## src/rtl/clkser_pkg.sv

```systemverilog
package clkser_pkg;
  // Shift clock is low for the first half of a bit period, high for the second.
  function automatic logic sclk_level(input int phase, input int div);
    return (phase >= div / 2);
  endfunction

  // True on the final system cycle of the final bit of a frame.
  function automatic logic frame_end(input int phase, input int bitn,
                                     input int div, input int dw);
    return (phase == div - 1) && (bitn == dw - 1);
  endfunction
endpackage

```

## src/rtl/clkser_buf.sv

```systemverilog
module clkser_buf #(
  parameter int DW = 8
) (
  input  logic          clk,
  input  logic          rst_n,
  input  logic          en,
  input  logic          wr,
  input  logic [DW-1:0] wd,
  input  logic          take,
  input  logic          clr,
  output logic          full,
  output logic [DW-1:0] data,
  output logic          ovr
);
  logic ovr_set;
  assign ovr_set = en && wr && full && !take;

  always_ff @(posedge clk or negedge rst_n) begin
    if (!rst_n) begin
      full <= 1'b0;
      data <= '0;
    end else if (!en) begin
      full <= 1'b0;
    end else if (wr) begin
      full <= 1'b1;
      data <= wd;
    end else if (take) begin
      full <= 1'b0;
    end
  end

  always_ff @(posedge clk or negedge rst_n) begin
    if (!rst_n)       ovr <= 1'b0;
    else if (ovr_set) ovr <= 1'b1;
    else if (clr)     ovr <= 1'b0;
  end
endmodule

```

## src/rtl/clkser_shift.sv

```systemverilog
module clkser_shift
  import clkser_pkg::*;
#(
  parameter int DW  = 8,
  parameter int DIV = 4
) (
  input  logic          clk,
  input  logic          rst_n,
  input  logic          en,
  input  logic          load,
  input  logic [DW-1:0] ld_data,
  output logic          active,
  output logic          fin,
  output logic          sclk,
  output logic          sdata
);
  localparam int PW = (DIV > 1) ? $clog2(DIV) : 1;
  localparam int BW = (DW > 1) ? $clog2(DW) : 1;
  localparam logic [PW-1:0] PH_LAST = PW'(DIV - 1);

  logic [PW-1:0] phase;
  logic [BW-1:0] bitn;
  logic [DW-1:0] shreg;

  assign fin   = active && frame_end(int'(phase), int'(bitn), DIV, DW);
  assign sclk  = !active || sclk_level(int'(phase), DIV);
  assign sdata = !active || shreg[0];

  always_ff @(posedge clk or negedge rst_n) begin
    if (!rst_n) begin
      active <= 1'b0;
      phase  <= '0;
      bitn   <= '0;
      shreg  <= '0;
    end else if (!en) begin
      active <= 1'b0;
    end else if (load) begin
      active <= 1'b1;
      phase  <= '0;
      bitn   <= '0;
      shreg  <= ld_data;
    end else if (active) begin
      if (phase == PH_LAST) begin
        phase <= '0;
        if (fin) begin
          active <= 1'b0;
        end else begin
          bitn  <= bitn + 1'b1;
          shreg <= shreg >> 1;
        end
      end else begin
        phase <= phase + 1'b1;
      end
    end
  end
endmodule

```

## src/rtl/clkser_evt.sv

```systemverilog
module clkser_evt (
  input  logic clk,
  input  logic rst_n,
  input  logic en,
  input  logic mask_en,
  input  logic hand,
  output logic rise,
  output logic irq,
  output logic dreq
);
  logic en_q;
  assign rise = en && !en_q;

  always_ff @(posedge clk or negedge rst_n) begin
    if (!rst_n) begin
      en_q <= 1'b0;
      irq  <= 1'b0;
      dreq <= 1'b0;
    end else begin
      en_q <= en;
      dreq <= hand || rise;
      irq  <= mask_en && (hand || rise);
    end
  end
endmodule

```

## src/rtl/clkser_tx.sv

```systemverilog
module clkser_tx #(
  parameter int DW  = 8,
  parameter int DIV = 4
) (
  input  logic          clk,
  input  logic          rst_n,
  input  logic          tx_en,
  input  logic          irq_en,
  input  logic          wr_stb,
  input  logic [DW-1:0] wr_data,
  input  logic          ovr_clr,
  output logic          sclk,
  output logic          sdata,
  output logic          busy,
  output logic          ovr,
  output logic          irq,
  output logic          dreq
);
  logic          buf_full;
  logic [DW-1:0] buf_data;
  logic          fin_w;
  logic          hand_w;
  logic          rise_w;

  // Handoff: enabled, byte waiting, shifter free or finishing.
  assign hand_w = tx_en && buf_full && (!busy || fin_w);

  clkser_buf #(.DW(DW)) u_buf (
    .clk(clk), .rst_n(rst_n), .en(tx_en), .wr(wr_stb), .wd(wr_data),
    .take(hand_w), .clr(ovr_clr), .full(buf_full), .data(buf_data), .ovr(ovr)
  );

  clkser_shift #(.DW(DW), .DIV(DIV)) u_shift (
    .clk(clk), .rst_n(rst_n), .en(tx_en), .load(hand_w), .ld_data(buf_data),
    .active(busy), .fin(fin_w), .sclk(sclk), .sdata(sdata)
  );

  clkser_evt u_evt (
    .clk(clk), .rst_n(rst_n), .en(tx_en), .mask_en(irq_en), .hand(hand_w),
    .rise(rise_w), .irq(irq), .dreq(dreq)
  );
endmodule

```

## config.mk

```make
export PLATFORM = sky130hd
export DESIGN_NAME = clkser_tx
export DESIGN_NICKNAME = d
export VERILOG_FILES = /design/src/rtl/clkser_pkg.sv /design/src/rtl/clkser_buf.sv /design/src/rtl/clkser_shift.sv /design/src/rtl/clkser_evt.sv /design/src/rtl/clkser_tx.sv
export SDC_FILE = /design/constraint.sdc
export NUM_CORES = 1
export LEC_CHECK = 0
export CORE_MARGIN = 3
export CORE_UTILIZATION = 35
export DETAILED_ROUTE_END_ITERATION = 7
export DONT_BUFFER_PORTS = 1
export PLACE_DENSITY = 0.49
export SLEW_MARGIN = 20
export SYNTH_ARGS = -nofsm -noshare
export SYNTH_HDL_FRONTEND = slang
export SYNTH_SLANG_ARGS = --single-unit
```

## constraint.sdc

```tcl
create_clock -name clk -period 4.35 [get_ports clk]
set_clock_uncertainty 0.15 [all_clocks]
set_input_delay 0.87 -clock clk [delete_from_list [all_inputs] [get_ports clk]]
set_output_delay 0.87 -clock clk [all_outputs]
set_load 0.05 [all_outputs]
```

# Word level (Yosys, flattened, before mapping)

Index checks and enable logic that the tools add are counted.

Register bits: 27
Input bits: 14
Output and inout bits: 6
Logic and storage cells: 61

$add $sub $neg: 2
$lt $le $gt $ge: 1
Equal/unequal tests: 5
Muxes and demuxes: 21
Reductions and logical operators: 22

Operator list:

| kind                  | count |
|---|---|
| $mux W8               | 4 |
| $mux W3               | 4 |
| $mux W1               | 10 |
| $logic_and A1 B1 Y1   | 9 |
| $mux W2               | 3 |
| $reduce_bool A2 Y1    | 3 |
| $logic_or A1 B1 Y1    | 4 |
| $reduce_and A2 Y1     | 2 |
| $reduce_and A4 Y1     | 1 |
| $add A3 B1 Y3 const B | 1 |
| $eq A3 B1 Y1 const B  | 1 |
| $logic_not A1 Y1      | 3 |
| $ne A3 B1 Y1 const B  | 1 |
| $add A2 B1 Y2 const B | 1 |
| $eq A2 B1 Y1 const B  | 1 |
| $eq A2 B2 Y1 const B  | 1 |
| $ge A2 B2 Y1 const B  | 1 |
| $ne A2 B1 Y1 const B  | 1 |

# Logic depth before layout (Yosys ltp)

Depth after elaboration: 8
Depth in mapped cells: 7
Gate-level depth less buffers: 6

# Cells and area by module

A second synthesis with hierarchy kept.

Cell total of the unflattened synthesis: 96
Area, all modules: 1286.2 um^2

By module, submodules not included:

| module       | instances | cells an instance | area each (um^2) | sequential area each (um^2) |
|---|---|---|---|---|
| clkser_shift | 1         | 63                | 788.3            | 350.3 |
| clkser_buf   | 1         | 24                | 379.1            | 250.2 |
| clkser_evt   | 1         | 6                 | 102.6            | 75.1 |
| clkser_tx    | 1         | 3                 | 16.3             | 0.0 |

# Worst setup path after synthesis

OpenSTA, ideal clock, no wires.

Path type: register -> output
Start: reg u_shift.active
End: out sclk
Arrival: 1.390 ns
Data required time: 3.330 ns
Slack: 1.940 ns
Cell stages (with the launch flop): 3
Path buffers: 0
Path through: dfrtp_1 inv_1 or3_1

Cells in the longest elaborated chain, start to end: 2

RTL lines:

| what                   | RTL line           | RTL |
|---|---|---|
| from (decl)            | clkser_shift.sv:12 | `output logic active,` |
| from (signal assigned) | clkser_shift.sv:31 | `active <= 1'b0;` |
| from (signal assigned) | clkser_shift.sv:36 | `active <= 1'b0;` |
| from (signal assigned) | clkser_shift.sv:38 | `active <= 1'b1;` |
| $logic_not A1 Y1       | clkser_shift.sv:26 | `assign sclk = !active \|\| sclk_level(int'(phase), DIV);` |
| $logic_or A1 B1 Y1     | clkser_shift.sv:26 |  |
| to (decl)              | clkser_tx.sv:12    | `output logic sclk,` |

Every way passes these cells.

# Worst setup path in the final report

Ends and elaborated chain as after synthesis.

==> results.rst <==
.. list-table::
   :header-rows: 1

   * - Metric
     - Value
   * - Clk buf depth
     - 2
   * - Worst relative slew slack
     - 0.451
   * - Post-detailed-route wirelength per cell
     - between 10 and 15 microns
   * - Crit path max fanout
     - 7
   * - Area fraction of the dominant cell type after synthesis
     - 0.569
   * - TritonCTS Buffers
     - 3
   * - Cell with the most instances after synthesis
     - sky130_fd_sc_hd__dfrtp_1
   * - Maximum number of pins on one net before global-route repair
     - 28
   * - Final antenna diode count
     - 0
   * - Share of layout cells above drive strength 1
     - 0.167
   * - CTS tree
     - yes
   * - Filler cells
     - roughly 320
   * - Ys async rst share
     - 1.00
   * - Power per cell area
     - around 460 nW/um^2
   * - Quantity of I/O buffers inserted on ports
     - 0
   * - Clock network latency to the later pin of the worst-skew pair
     - roughly 310 ps
   * - # Post-CTS Setup Buffers
     - 0
   * - Number of global-route vias before repair
     - between 600 and 700
   * - Worst hold slack
     - 71.7 ps
   * - Cell type with the largest total area after synthesis
     - sky130_fd_sc_hd__dfrtp_1
   * - I/O pins
     - 20
   * - Register area
     - roughly 680 sq um
   * - Summed negative setup slack over all endpoints
     - 0 ps
   * - Critical setup path kind
     - reg2out
   * - Leading post-synthesis cells by instance count
     - 27 x sky130_fd_sc_hd__dfrtp_1, 12 x sky130_fd_sc_hd__nand2_1, 9 x sky130_fd_sc_hd__mux2_2, 8 x sky130_fd_sc_hd__o21ai_0, 7 x sky130_fd_sc_hd__mux2i_1
   * - Critical Path Start Type
     - register
   * - Reported max-cap violation count
     - 0
   * - Cell leakage power
     - between 0.6 and 0.7 nW
   * - Count of final max-slew check failures
     - 0
   * - Synthesized area
     - about 1200 sq um
   * - Required time at the endpoint of the critical path
     - approximately 3300 ps
   * - Rows
     - 20
   * - Clock-pin slew on the worst setup and hold paths
     - approximately 140 ps
   * - WP data arrival
     - 1800 ps
   * - Floorplan Core Area
     - between 3000 and 4000 sq um
   * - Number of gates resized after CTS
     - 0
   * - Proportion of synthesized chip area in sequential cells
     - 0.569
   * - Peak ir drop on the vdd network
     - 0.204 mV
   * - Status
     - finished clean
   * - Final Hold Viols
     - 0
   * - Fmax
     - 0.354 GHz
   * - Chip height
     - approximately 64 microns
   * - Total global routing overflow
     - 0
   * - Total number of yosys warnings
     - 0
   * - Routed vias
     - approximately 670
   * - Post-detailed-route via-to-cell ratio
     - 4.78
   * - Most used flip-flop cell after synthesis
     - sky130_fd_sc_hd__dfrtp_1
   * - Share of the clock period used by the worst path
     - 0.649
   * - CTS root buffer
     - sky130_fd_sc_hd__clkbuf_4
   * - # hold bufs at CTS
     - 0
   * - Number of setup violations in the final report
     - 0
   * - Area contributors post-synth
     - sky130_fd_sc_hd__dfrtp_1 57%, sky130_fd_sc_hd__mux2_2 8.5%, sky130_fd_sc_hd__mux2i_1 5.9%
   * - Number of clock sinks
     - 27
   * - Avg Synthesized Cell Area
     - 12.5 sq um
   * - Number of library cell types mapped by synthesis
     - 25
   * - Unrepaired setup endpoints after global routing
     - false
   * - #FFs+latches synth
     - 27
   * - Worst min-delay path class
     - in2async
   * - Global routing usage summed across all routing layers
     - 0.104
   * - Floorplan die area
     - 4130 sq um
   * - Period minus WS final
     - about 2800 ps
   * - Post-synthesis cell count
     - 95
   * - Number of enable flip-flop cells after synthesis
     - 0
   * - Count of unresolved DRC violations after routing
     - 0
   * - # H-tree levels
     - 1
   * - Detailed placer's ending HPWL
     - roughly 1.3 mm
   * - Nets
     - 115
   * - First-pass GRT wire length
     - 3.33 mm
   * - Antenna violations before repair
     - 0
   * - Placed cell area
     - between 1000 and 1500 sq um
   * - Detailed router's first-iteration violation count
     - 15
   * - Final weighted congestion of routability-driven global placement
     - between 0.7 and 0.8
   * - Routed wire length
     - 1.85 mm
   * - Final Instance Area
     - 1240 sq um
   * - Slew at the pin closest to its max-slew limit
     - about 800 ps
   * - Number of antenna-violating nets in the routed design
     - 0
   * - Power Total
     - between 0.5 and 0.6 mW
   * - Initial core utilization
     - 0.377
   * - Critical Path Sink Type
     - primary output
   * - Area growth from synthesis to layout
     - 4.53%
   * - Width of the die
     - roughly 64 microns
   * - Area of the multi-input gates
     - ~470 sq um
   * - Detailed Routing Iterations Pass 1
     - 4
   * - Post-synth net total
     - approximately 110
## layer usage
| metal | global-route usage | up-vias | wire length, microns |
|---|---|---|---|
| met2 | 0.161 | 19 | 816 |
| met1 | 0.131 | 318 | 909 |
| li1 | - | 330 | - |
| met3 | 0.0457 | 2 | 104 |
| met4 | 0.0317 | 0 | 19 |
| met5 | 0 | - | 0 |
## cell usage in the layout, fill, tap and decap left out, types with 2 or more instances in the layout
cell,n
sky130_fd_sc_hd__mux2i_1,7
sky130_fd_sc_hd__clkbuf_4,3
sky130_fd_sc_hd__o21ai_1,2
sky130_fd_sc_hd__inv_1,5
sky130_fd_sc_hd__nor2_1,3
sky130_fd_sc_hd__ha_1,4
sky130_fd_sc_hd__mux2_2,9
sky130_fd_sc_hd__o21ai_0,8
sky130_fd_sc_hd__a22o_1,2
sky130_fd_sc_hd__nand2_1,12
sky130_fd_sc_hd__dfrtp_1,27
## cells by family after synthesis
kind of cell | synth area share
flip-flops | 0.569
AND/OR/NAND/NOR | 0.0970
AO/OA/AOI/OAI | 0.109
multiplexers | 0.144
buffers and inverters | 0.0390
adder cells (fa/ha/maj) | 0.0422
## critical path: stages, from the launching register on
cell	delay [ps]
sky130_fd_sc_hd__dfrtp_1	740
sky130_fd_sc_hd__inv_1	130
sky130_fd_sc_hd__or3_1	620
## per-stage QoR
stage                util  std cells  setup slack, ps
floorplan               -         95             1940
global placement    0.385        136             1900
detailed placement  0.385        136             1880
CTS                 0.394        140             1500
global route        0.394        140             1400
finish              0.394        140             1530
## flip-flops by register name (all words and copies together), names as in the netlist, 2 cells and up
register / flops
u_shift.phase: 2
u_shift.bitn: 3
u_shift.shreg: 8
u_buf.data: 8
## power by group
part,switching [mW],internal (mW),total (mW),leakage (nW)
sequential,0.0423,0.309,0.351,0.340
clock,0.0695,0.0358,0.105,0.0150
combinational,0.0558,0.0567,0.113,0.254
total,0.168,0.401,0.569,0.609
## cell type report
cell class	instances	area share
clock buffers	4	0.0212
inverters	5	0.0151
multi-input cells	60	0.375
flip-flops and latches	27	0.544
well taps	44	0.0444
## worst paths after layout
kind | from | end | slack (ps) | depth (start not counted)
setup / recovery | u_shift.active$_DFF_PN0_ | sclk | 1530 | 2
hold / removal | rst_n | u_buf.data[2]$_DFFE_PN0N_ | 70 | 0
setup reg to reg | u_shift.active$_DFF_PN0_ | u_shift.bitn[0]$_DFFE_PN0P_ | 2200 | 4
hold reg to reg | u_evt.en_q$_DFF_PN0_ | u_evt.dreq$_DFF_PN0_ | 290 | 1
max in group asynchronous | rst_n | u_shift.shreg[5]$_DFFE_PN0P_ | 3900 | 0
min in group clk | u_evt.en_q$_DFF_PN0_ | u_evt.dreq$_DFF_PN0_ | 290 | 1
Note: power is estimated with default switching activity, not from simulation.
